File: config.mk
export PLATFORM = sky130hd
export DESIGN_NAME = msi_doorbell_ctrl
export DESIGN_NICKNAME = d
export VERILOG_FILES = /design/src/rtl/msi_db_pkg.sv /design/src/rtl/msi_db_cfg.sv /design/src/rtl/msi_db_match.sv /design/src/rtl/msi_db_pending.sv /design/src/rtl/msi_doorbell_ctrl.sv
export SDC_FILE = /design/constraint.sdc
export NUM_CORES = 1
export LEC_CHECK = 0
export BUFFER_PORTS_ARGS = -buffer_cell sky130_fd_sc_hd__buf_2
export CAP_MARGIN = 20
export CORE_ASPECT_RATIO = 1.25
export CORE_MARGIN = 2
export CORE_UTILIZATION = 30
export CTS_CLUSTER_SIZE = 8
export DETAILED_ROUTE_END_ITERATION = 6
export HOLD_SLACK_MARGIN = 0.06
export PLACE_DENSITY = 0.49
export RECOVER_POWER = 25
export SYNTH_ARGS = -nofsm -noshare
export SYNTH_HDL_FRONTEND = slang
export SYNTH_SLANG_ARGS = --single-unit
File: constraint.sdc
create_clock -name clk -period 4.4 [get_ports clk]
set_input_delay 0.22 -clock clk [delete_from_list [all_inputs] [get_ports clk]]
set_output_delay 0.22 -clock clk [all_outputs]
set_load 0.05 [all_outputs]
File: src/rtl/msi_db_pkg.sv
`timescale 1ns/1ps
package msi_db_pkg;
  localparam int REG_AW = 4;
  localparam logic [15:0] REV_WIDE_LAYOUT = 16'h0303;

  typedef enum logic [REG_AW-1:0] {
    RA_PEND     = 4'd0,
    RA_SET      = 4'd1,
    RA_CLEAR    = 4'd2,
    RA_MASK     = 4'd3,
    RA_MASK_SET = 4'd4,
    RA_MASK_CLR = 4'd5,
    RA_TGT_LO   = 4'd6,
    RA_TGT_HI   = 4'd7,
    RA_DCFG     = 4'd8,
    RA_REV      = 4'd9
  } reg_idx_e;
endpackage

File: src/rtl/msi_db_cfg.sv
`timescale 1ns/1ps
module msi_db_cfg import msi_db_pkg::*; #(
  parameter int DATA_W = 32
) (
  input  logic              clk,
  input  logic              rst_n,
  input  logic              reg_we,
  input  logic [REG_AW-1:0] reg_addr,
  input  logic [DATA_W-1:0] reg_wdata,
  output logic [DATA_W-1:0] tgt_lo_q,
  output logic [DATA_W-1:0] tgt_hi_q,
  output logic [DATA_W-1:0] dcfg_q
);
  logic              lo_en, hi_en, cfg_en;
  logic [DATA_W-1:0] tgt_lo_d;

  always_comb begin
    lo_en  = reg_we && (reg_addr == RA_TGT_LO);
    hi_en  = reg_we && (reg_addr == RA_TGT_HI);
    cfg_en = reg_we && (reg_addr == RA_DCFG);
    tgt_lo_d    = reg_wdata;
    tgt_lo_d[1] = 1'b0;
  end

  always_ff @(posedge clk or negedge rst_n) begin
    if (!rst_n) begin
      tgt_lo_q <= '0;
      tgt_hi_q <= '0;
      dcfg_q   <= '0;
    end else begin
      if (lo_en)  tgt_lo_q <= tgt_lo_d;
      if (hi_en)  tgt_hi_q <= reg_wdata;
      if (cfg_en) dcfg_q   <= reg_wdata;
    end
  end
endmodule

File: src/rtl/msi_db_match.sv
`timescale 1ns/1ps
module msi_db_match #(
  parameter int DATA_W   = 32,
  parameter int ADDR_W   = 64,
  parameter int STAT_W   = 32,
  parameter int NUM_VEC  = 32,
  parameter int VEC_BASE = 0
) (
  input  logic              clk,
  input  logic              rst_n,
  input  logic              in_valid,
  input  logic [ADDR_W-1:0] in_addr,
  input  logic [DATA_W-1:0] in_data,
  input  logic              msi_en,
  input  logic [ADDR_W-1:0] tgt_addr,
  input  logic [DATA_W/2-1:0] match_mask,
  input  logic [DATA_W/2-1:0] match_val,
  output logic              recog,
  output logic [STAT_W-1:0] hit_vec,
  output logic              fwd_valid,
  output logic [ADDR_W-1:0] fwd_addr,
  output logic [DATA_W-1:0] fwd_data
);
  localparam int FW = DATA_W / 2;

  logic          addr_ok, data_ok;
  logic [FW-1:0] vec_free;
  logic          fwd_valid_d;
  logic          unused_bits;

  assign unused_bits = ^{in_data[DATA_W-1:FW], tgt_addr[1:0]};

  always_comb begin
    addr_ok  = (in_addr[ADDR_W-1:2] == tgt_addr[ADDR_W-1:2]);
    data_ok  = (((in_data[FW-1:0] ^ match_val) & match_mask) == '0);
    recog    = in_valid && msi_en && addr_ok && data_ok;
    vec_free = in_data[FW-1:0] & ~match_mask;
    hit_vec  = '0;
    for (int i = 0; i < NUM_VEC; i++) begin
      if (recog && (vec_free == FW'(i))) hit_vec[VEC_BASE+i] = 1'b1;
    end
    fwd_valid_d = in_valid && !recog;
  end

  always_ff @(posedge clk or negedge rst_n) begin
    if (!rst_n) begin
      fwd_valid <= 1'b0;
      fwd_addr  <= '0;
      fwd_data  <= '0;
    end else begin
      fwd_valid <= fwd_valid_d;
      if (fwd_valid_d) begin
        fwd_addr <= in_addr;
        fwd_data <= in_data;
      end
    end
  end
endmodule

File: src/rtl/msi_db_pending.sv
`timescale 1ns/1ps
module msi_db_pending #(
  parameter int STAT_W   = 32,
  parameter int NUM_VEC  = 32,
  parameter int VEC_BASE = 0
) (
  input  logic              clk,
  input  logic              rst_n,
  input  logic              set_wr,
  input  logic              clr_wr,
  input  logic              mset_wr,
  input  logic              mclr_wr,
  input  logic [STAT_W-1:0] wdata,
  input  logic [STAT_W-1:0] msi_set,
  output logic [STAT_W-1:0] status,
  output logic [STAT_W-1:0] mask,
  output logic              irq
);
  for (genvar g = 0; g < STAT_W; g++) begin : g_bit
    if ((g >= VEC_BASE) && (g < VEC_BASE + NUM_VEC)) begin : g_vec
      logic st_q, st_d, st_en;
      logic mk_q, mk_d, mk_en;

      always_comb begin
        st_en = (clr_wr && wdata[g]) || (set_wr && wdata[g]) || msi_set[g];
        st_d  = msi_set[g] || (set_wr && wdata[g]);
        mk_en = (mset_wr || mclr_wr) && wdata[g];
        mk_d  = mset_wr;
      end

      always_ff @(posedge clk or negedge rst_n) begin
        if (!rst_n) begin
          st_q <= 1'b0;
          mk_q <= 1'b1;
        end else begin
          if (st_en) st_q <= st_d;
          if (mk_en) mk_q <= mk_d;
        end
      end

      assign status[g] = st_q;
      assign mask[g]   = mk_q;
    end else begin : g_rsv
      logic unused_lane;
      assign unused_lane = wdata[g] ^ msi_set[g];
      assign status[g]   = 1'b0;
      assign mask[g]     = 1'b0;
    end
  end

  assign irq = |(status & ~mask);
endmodule

File: src/rtl/msi_doorbell_ctrl.sv
`timescale 1ns/1ps
module msi_doorbell_ctrl import msi_db_pkg::*; #(
  parameter int          DATA_W      = 32,
  parameter int          ADDR_W      = 2 * DATA_W,
  parameter logic [15:0] HW_REV      = REV_WIDE_LAYOUT,
  parameter int          LEGACY_VECS = 8
) (
  input  logic              clk,
  input  logic              rst_n,
  input  logic              in_valid,
  input  logic [ADDR_W-1:0] in_addr,
  input  logic [DATA_W-1:0] in_data,
  output logic              fwd_valid,
  output logic [ADDR_W-1:0] fwd_addr,
  output logic [DATA_W-1:0] fwd_data,
  input  logic              reg_we,
  input  logic [REG_AW-1:0] reg_addr,
  input  logic [DATA_W-1:0] reg_wdata,
  output logic [DATA_W-1:0] reg_rdata,
  output logic              irq
);
  localparam int  STAT_W   = DATA_W;
  localparam int  FW       = DATA_W / 2;
  localparam bit  WIDE     = (HW_REV >= REV_WIDE_LAYOUT);
  localparam int  NUM_VEC  = WIDE ? STAT_W : LEGACY_VECS;
  localparam int  VEC_BASE = WIDE ? 0 : (STAT_W - LEGACY_VECS);

  logic [DATA_W-1:0] tgt_lo_q, tgt_hi_q, dcfg_q;
  logic [ADDR_W-1:0] tgt_addr;
  logic              msi_en;
  logic              recog;
  logic [STAT_W-1:0] hit_vec;
  logic [STAT_W-1:0] status_q, mask_q;
  logic [STAT_W-1:0] vec_valid;
  logic              set_wr, clr_wr, mset_wr, mclr_wr;

  assign tgt_addr = {tgt_hi_q, tgt_lo_q[DATA_W-1:2], 2'b00};
  assign msi_en   = tgt_lo_q[0];

  always_comb begin
    vec_valid = '0;
    for (int i = 0; i < NUM_VEC; i++) vec_valid[VEC_BASE+i] = 1'b1;
    set_wr  = reg_we && (reg_addr == RA_SET);
    clr_wr  = reg_we && (reg_addr == RA_CLEAR);
    mset_wr = reg_we && (reg_addr == RA_MASK_SET);
    mclr_wr = reg_we && (reg_addr == RA_MASK_CLR);
  end

  msi_db_cfg #(.DATA_W(DATA_W)) u_cfg (
    .clk       (clk),
    .rst_n     (rst_n),
    .reg_we    (reg_we),
    .reg_addr  (reg_addr),
    .reg_wdata (reg_wdata),
    .tgt_lo_q  (tgt_lo_q),
    .tgt_hi_q  (tgt_hi_q),
    .dcfg_q    (dcfg_q)
  );

  msi_db_match #(
    .DATA_W(DATA_W), .ADDR_W(ADDR_W), .STAT_W(STAT_W),
    .NUM_VEC(NUM_VEC), .VEC_BASE(VEC_BASE)
  ) u_match (
    .clk        (clk),
    .rst_n      (rst_n),
    .in_valid   (in_valid),
    .in_addr    (in_addr),
    .in_data    (in_data),
    .msi_en     (msi_en),
    .tgt_addr   (tgt_addr),
    .match_mask (dcfg_q[DATA_W-1:FW]),
    .match_val  (dcfg_q[FW-1:0]),
    .recog      (recog),
    .hit_vec    (hit_vec),
    .fwd_valid  (fwd_valid),
    .fwd_addr   (fwd_addr),
    .fwd_data   (fwd_data)
  );

  msi_db_pending #(
    .STAT_W(STAT_W), .NUM_VEC(NUM_VEC), .VEC_BASE(VEC_BASE)
  ) u_pend (
    .clk     (clk),
    .rst_n   (rst_n),
    .set_wr  (set_wr),
    .clr_wr  (clr_wr),
    .mset_wr (mset_wr),
    .mclr_wr (mclr_wr),
    .wdata   (reg_wdata),
    .msi_set (hit_vec),
    .status  (status_q),
    .mask    (mask_q),
    .irq     (irq)
  );

  always_comb begin
    reg_rdata = '0;
    case (reg_idx_e'(reg_addr))
      RA_PEND:   reg_rdata = status_q;
      RA_MASK:   reg_rdata = mask_q;
      RA_TGT_LO: reg_rdata = tgt_lo_q;
      RA_TGT_HI: reg_rdata = tgt_hi_q;
      RA_DCFG:   reg_rdata = dcfg_q;
      RA_REV:    reg_rdata = {{(DATA_W-16){1'b0}}, HW_REV};
      default:   reg_rdata = '0;
    endcase
  end
endmodule

==> results.cfg <==
[die]
dieWidth_um = 186
fp-row-count = 83
ios = 266
core_area_mm2 = 0.0410
die-area_mm2 = 0.0431
initial_core_util_pct = 30.3
die_height_um = 232

[run]
drv_cap = 2

[logic_synthesis]
ys_seq_area_share_pct = 51.9
synth_nets = 1236
yosysTopAreaCell = dfrtp_1
ys_seq_elements = 256
synth_top_area_share_pct = 45.1
syn_inst = 1100
synth_most_common_cell = dfrtp_1
syn_area_mm2 = 0.0124
async_flop_share_pct = 100
synthTopCellsByArea = dfrtp_1 (45%), mux2_2 (13%), dfstp_2 (6.8%), a22oi_1 (6.0%), xor2_1 (4.7%)
synth_area_per_cell_um2 = 11.3
ys.warnings.count = 0
yosys_most_used_dff = dfrtp_1
synth_edf_count = 0
synth_cell_types = 37
synth_commonest_cells = dfrtp_1 (224), mux2_2 (146), nand2_1 (144), a22oi_1 (100), xor2_1 (66)

[power]
switchingPower_mw = 2.65
leakage_nw = 7.46
seqPwrFrac_pct = 41.9
clkPwrFrac_pct = 34.0
ir_worst_vdd_mv = 0.224
power.internal_mw = 5.16
power_frac_comb_pct = 24.0
swShare_pct = 34.0
pwr_density_cell_mw_per_mm2 = 466

[route]
wire_per_inst_um = 22.8
wirelength_um = 47400
initialDrtViolationCount = 803
dr_total_vias = 10484
vias_per_cell = 5.05
postRouteAntennaNets = 0
drc = 0
dr.pass1.iters = 6

[clock_network]
clk_latency_ps = 530
h-tree-depth = 2
cts_buffer_depth = 3
tritoncts = done
clock-root-buffer = clkbuf_16
clkTransAtPathRegs_ps = 50
numCtsBuffers = 37
cts.sinks = 256
post_cts_resized = 0

[global_routing]
antenna_found_initial = 1
grt_first_pass_wirelength_um = 69200
track_usage_pct = 21.9
grt_pass1_vias = 10852
globalRouteOverflowTotal = 0
grt_max_degree = 109

[critical_path]
crit_fanout = 97
startpoint = u_cfg.tgt_hi_q[9]
crit_chain = xor2_1 -> or3_1 -> or4_1 -> nor4_1 -> a41oi_4 -> buf_12 -> mux2_1
endpoint_kind = flip-flop
critPathSlowestCell = nor4_1
cp.arrival_ps = 3690
r2r_start = u_cfg.tgt_hi_q[9]
r2r_setup_slack_ps = 1110
r2r_cells = 7
crit_required_ps = 4800
max_stage_delay_ps = 690
r2r-end = u_match.fwd_addr[11]
path_class = reg2reg
startpoint_type = flip-flop

[sta]
worstMarginPinSlew_ps = 2850
fmax_mhz = 304
finalCritPeriodShare_pct = 74.8
min_period_ps = 3290
fin_hold_ws_ps = 145
final_hold_viol_count = 0
rsz0062_at_grt = false
relSlewSlack_pct = -89.8
finalSetupViolations = 0
drv_slew = 140
fin_tns_setup_ps = 0
finClkSkew_ps = 17.1

[hold_path]
hold_class = in2reg
hold_end = u_cfg.tgt_hi_q[1]
hold_start = reg_we
holdPathStages = 3

[layout]
layout-drive-gt1-share_pct = 33.8
post-route-util_pct = 40.9
synthToLayoutAreaGrowth_pct = 35.0
nets = 1639

[placement]
dp_hpwl_um = 34800
portBuffers = 265
globalplace.congestion = 0.908

[outcome]
outcome = complete, but fails checks
violations = max-capacitance violations, max-slew violations
-- kinds of logic (layout without fill, tap and decap cells) --
group	after synthesis	after routing	share of synthesized area (%)
xor+xnor	66	66	4.65
compound gates	199	199	10.8
mux	191	191	18.2
flops	256	256	51.9
simple gates	293	293	11.4
buf+inv	95	517	3.10
other cells	0	2	0
-- flip-flops by register name, indices dropped and copies added (netlist names) --
register	flops
u_pend.g_bit.g_vec.st_q	32
u_match.fwd_addr	64
u_match.fwd_data	32
u_cfg.tgt_lo_q	31
u_cfg.tgt_hi_q	32
u_match.fwd_valid	1
u_pend.g_bit.g_vec.mk_q	32
u_cfg.dcfg_q	32
-- layout by cell type (no fill, tap or decap), types with 2 or more instances in the layout --
cell           netlist  final
clkbuf_1            37     43
nand4_1             16     16
nand2b_1             4      4
clkbuf_16            0     39
or3_1                3      3
a221oi_1             5      5
dfrtp_1            224    224
a222oi_1             4      4
o21ai_0             64     64
and4b_1              2      2
nor4_1              28     27
o22ai_1             15     15
mux2_4              29     29
mux2_1              16     16
mux2_2             146    146
nand2_1            144    143
xor2_1              66     66
nor3_1              12     11
nand3_1             33     33
a22oi_1            100    100
nor3b_1              3      2
a21oi_1              2      2
buf_2                2    241
inv_1               45     45
nor4bb_1             2      2
a2111oi_0            7      7
buf_4                1     14
nor2b_1             35     35
nor2_1               7      6
diode_2              0      2
buf_12               0      2
dlygate4sd3_1        0    129
dfstp_2             32     32
-- worst max-delay path, delay by kind of cell (launching register included) --
kind | cells | cell delay [ps]
buffers and inverters | 1 | 300
XOR/XNOR | 1 | 190
flip-flops | 1 | 460
AND/OR/NAND/NOR | 3 | 1540
AO/OA/AOI/OAI | 1 | 210
multiplexers | 1 | 390
-- metrics by stage --
step / worst slack [ps] / instance area (µm²) / power [mW] / instances
floorplan: 1780 / 12400 / 4.36 / 1100
global placement: 1060 / 14400 / 5.07 / 1883
detailed placement: 1160 / 14500 / 5.10 / 1885
CTS: 1120 / 16800 / 7.89 / 2072
global route: 902 / 16800 / 8.15 / 2075
finish: 1110 / 16800 / 7.81 / 2076
-- timing repair --
| item | in CTS | in global routing |
|---|---|---|
| hold buffers | 129 | 0 |
| endpoints found under the setup margin | 0 | 0 |
| setup buffers | 0 | 0 |
| hold endpoints to repair | 256 | 0 |
-- per-layer routing --
layer  wire length, µm  up-vias  track usage (%)
met2             23500      390             37.5
met4              2260        0             10.8
li1                  -     4785                -
met1             19200     5207             27.0
met5                 0        -                0
met3              2420      102             2.81
-- area by class of cell --
type	instances	area [µm²]
flip-flops and latches	256	6450
diodes	2	5.00
well taps	552	691
repair buffers	414	2770
clock inverters	1	8.76
clock buffers	57	1040
fillers	3988	24200
inverters	45	169
multi-input cells	749	5640
-- worst max-delay path by stage --
stage	to	slack (ps)	depth (start not counted)
5_1_grt	u_match.fwd_addr[41]	900	3
3_3_place_gp	u_match.fwd_addr[6]	1060	7
6_report	u_match.fwd_addr[11]	1110	7
2_1_floorplan	u_match.fwd_addr[63]	1780	8
3_5_place_dp	u_match.fwd_addr[11]	1160	7
4_1_cts	u_match.fwd_addr[11]	1120	7
-- power groups by stage --
stage	clock [mW]	combinational, mW	sequential, mW
final	2.66	1.88	3.28
after global routing	2.82	2.02	3.32
after CTS	2.73	1.89	3.27
after detailed placement	0	1.80	3.30
after global placement	0	1.78	3.29
after floorplan	0	0.916	3.45
(Power assumes the default switching activity.)
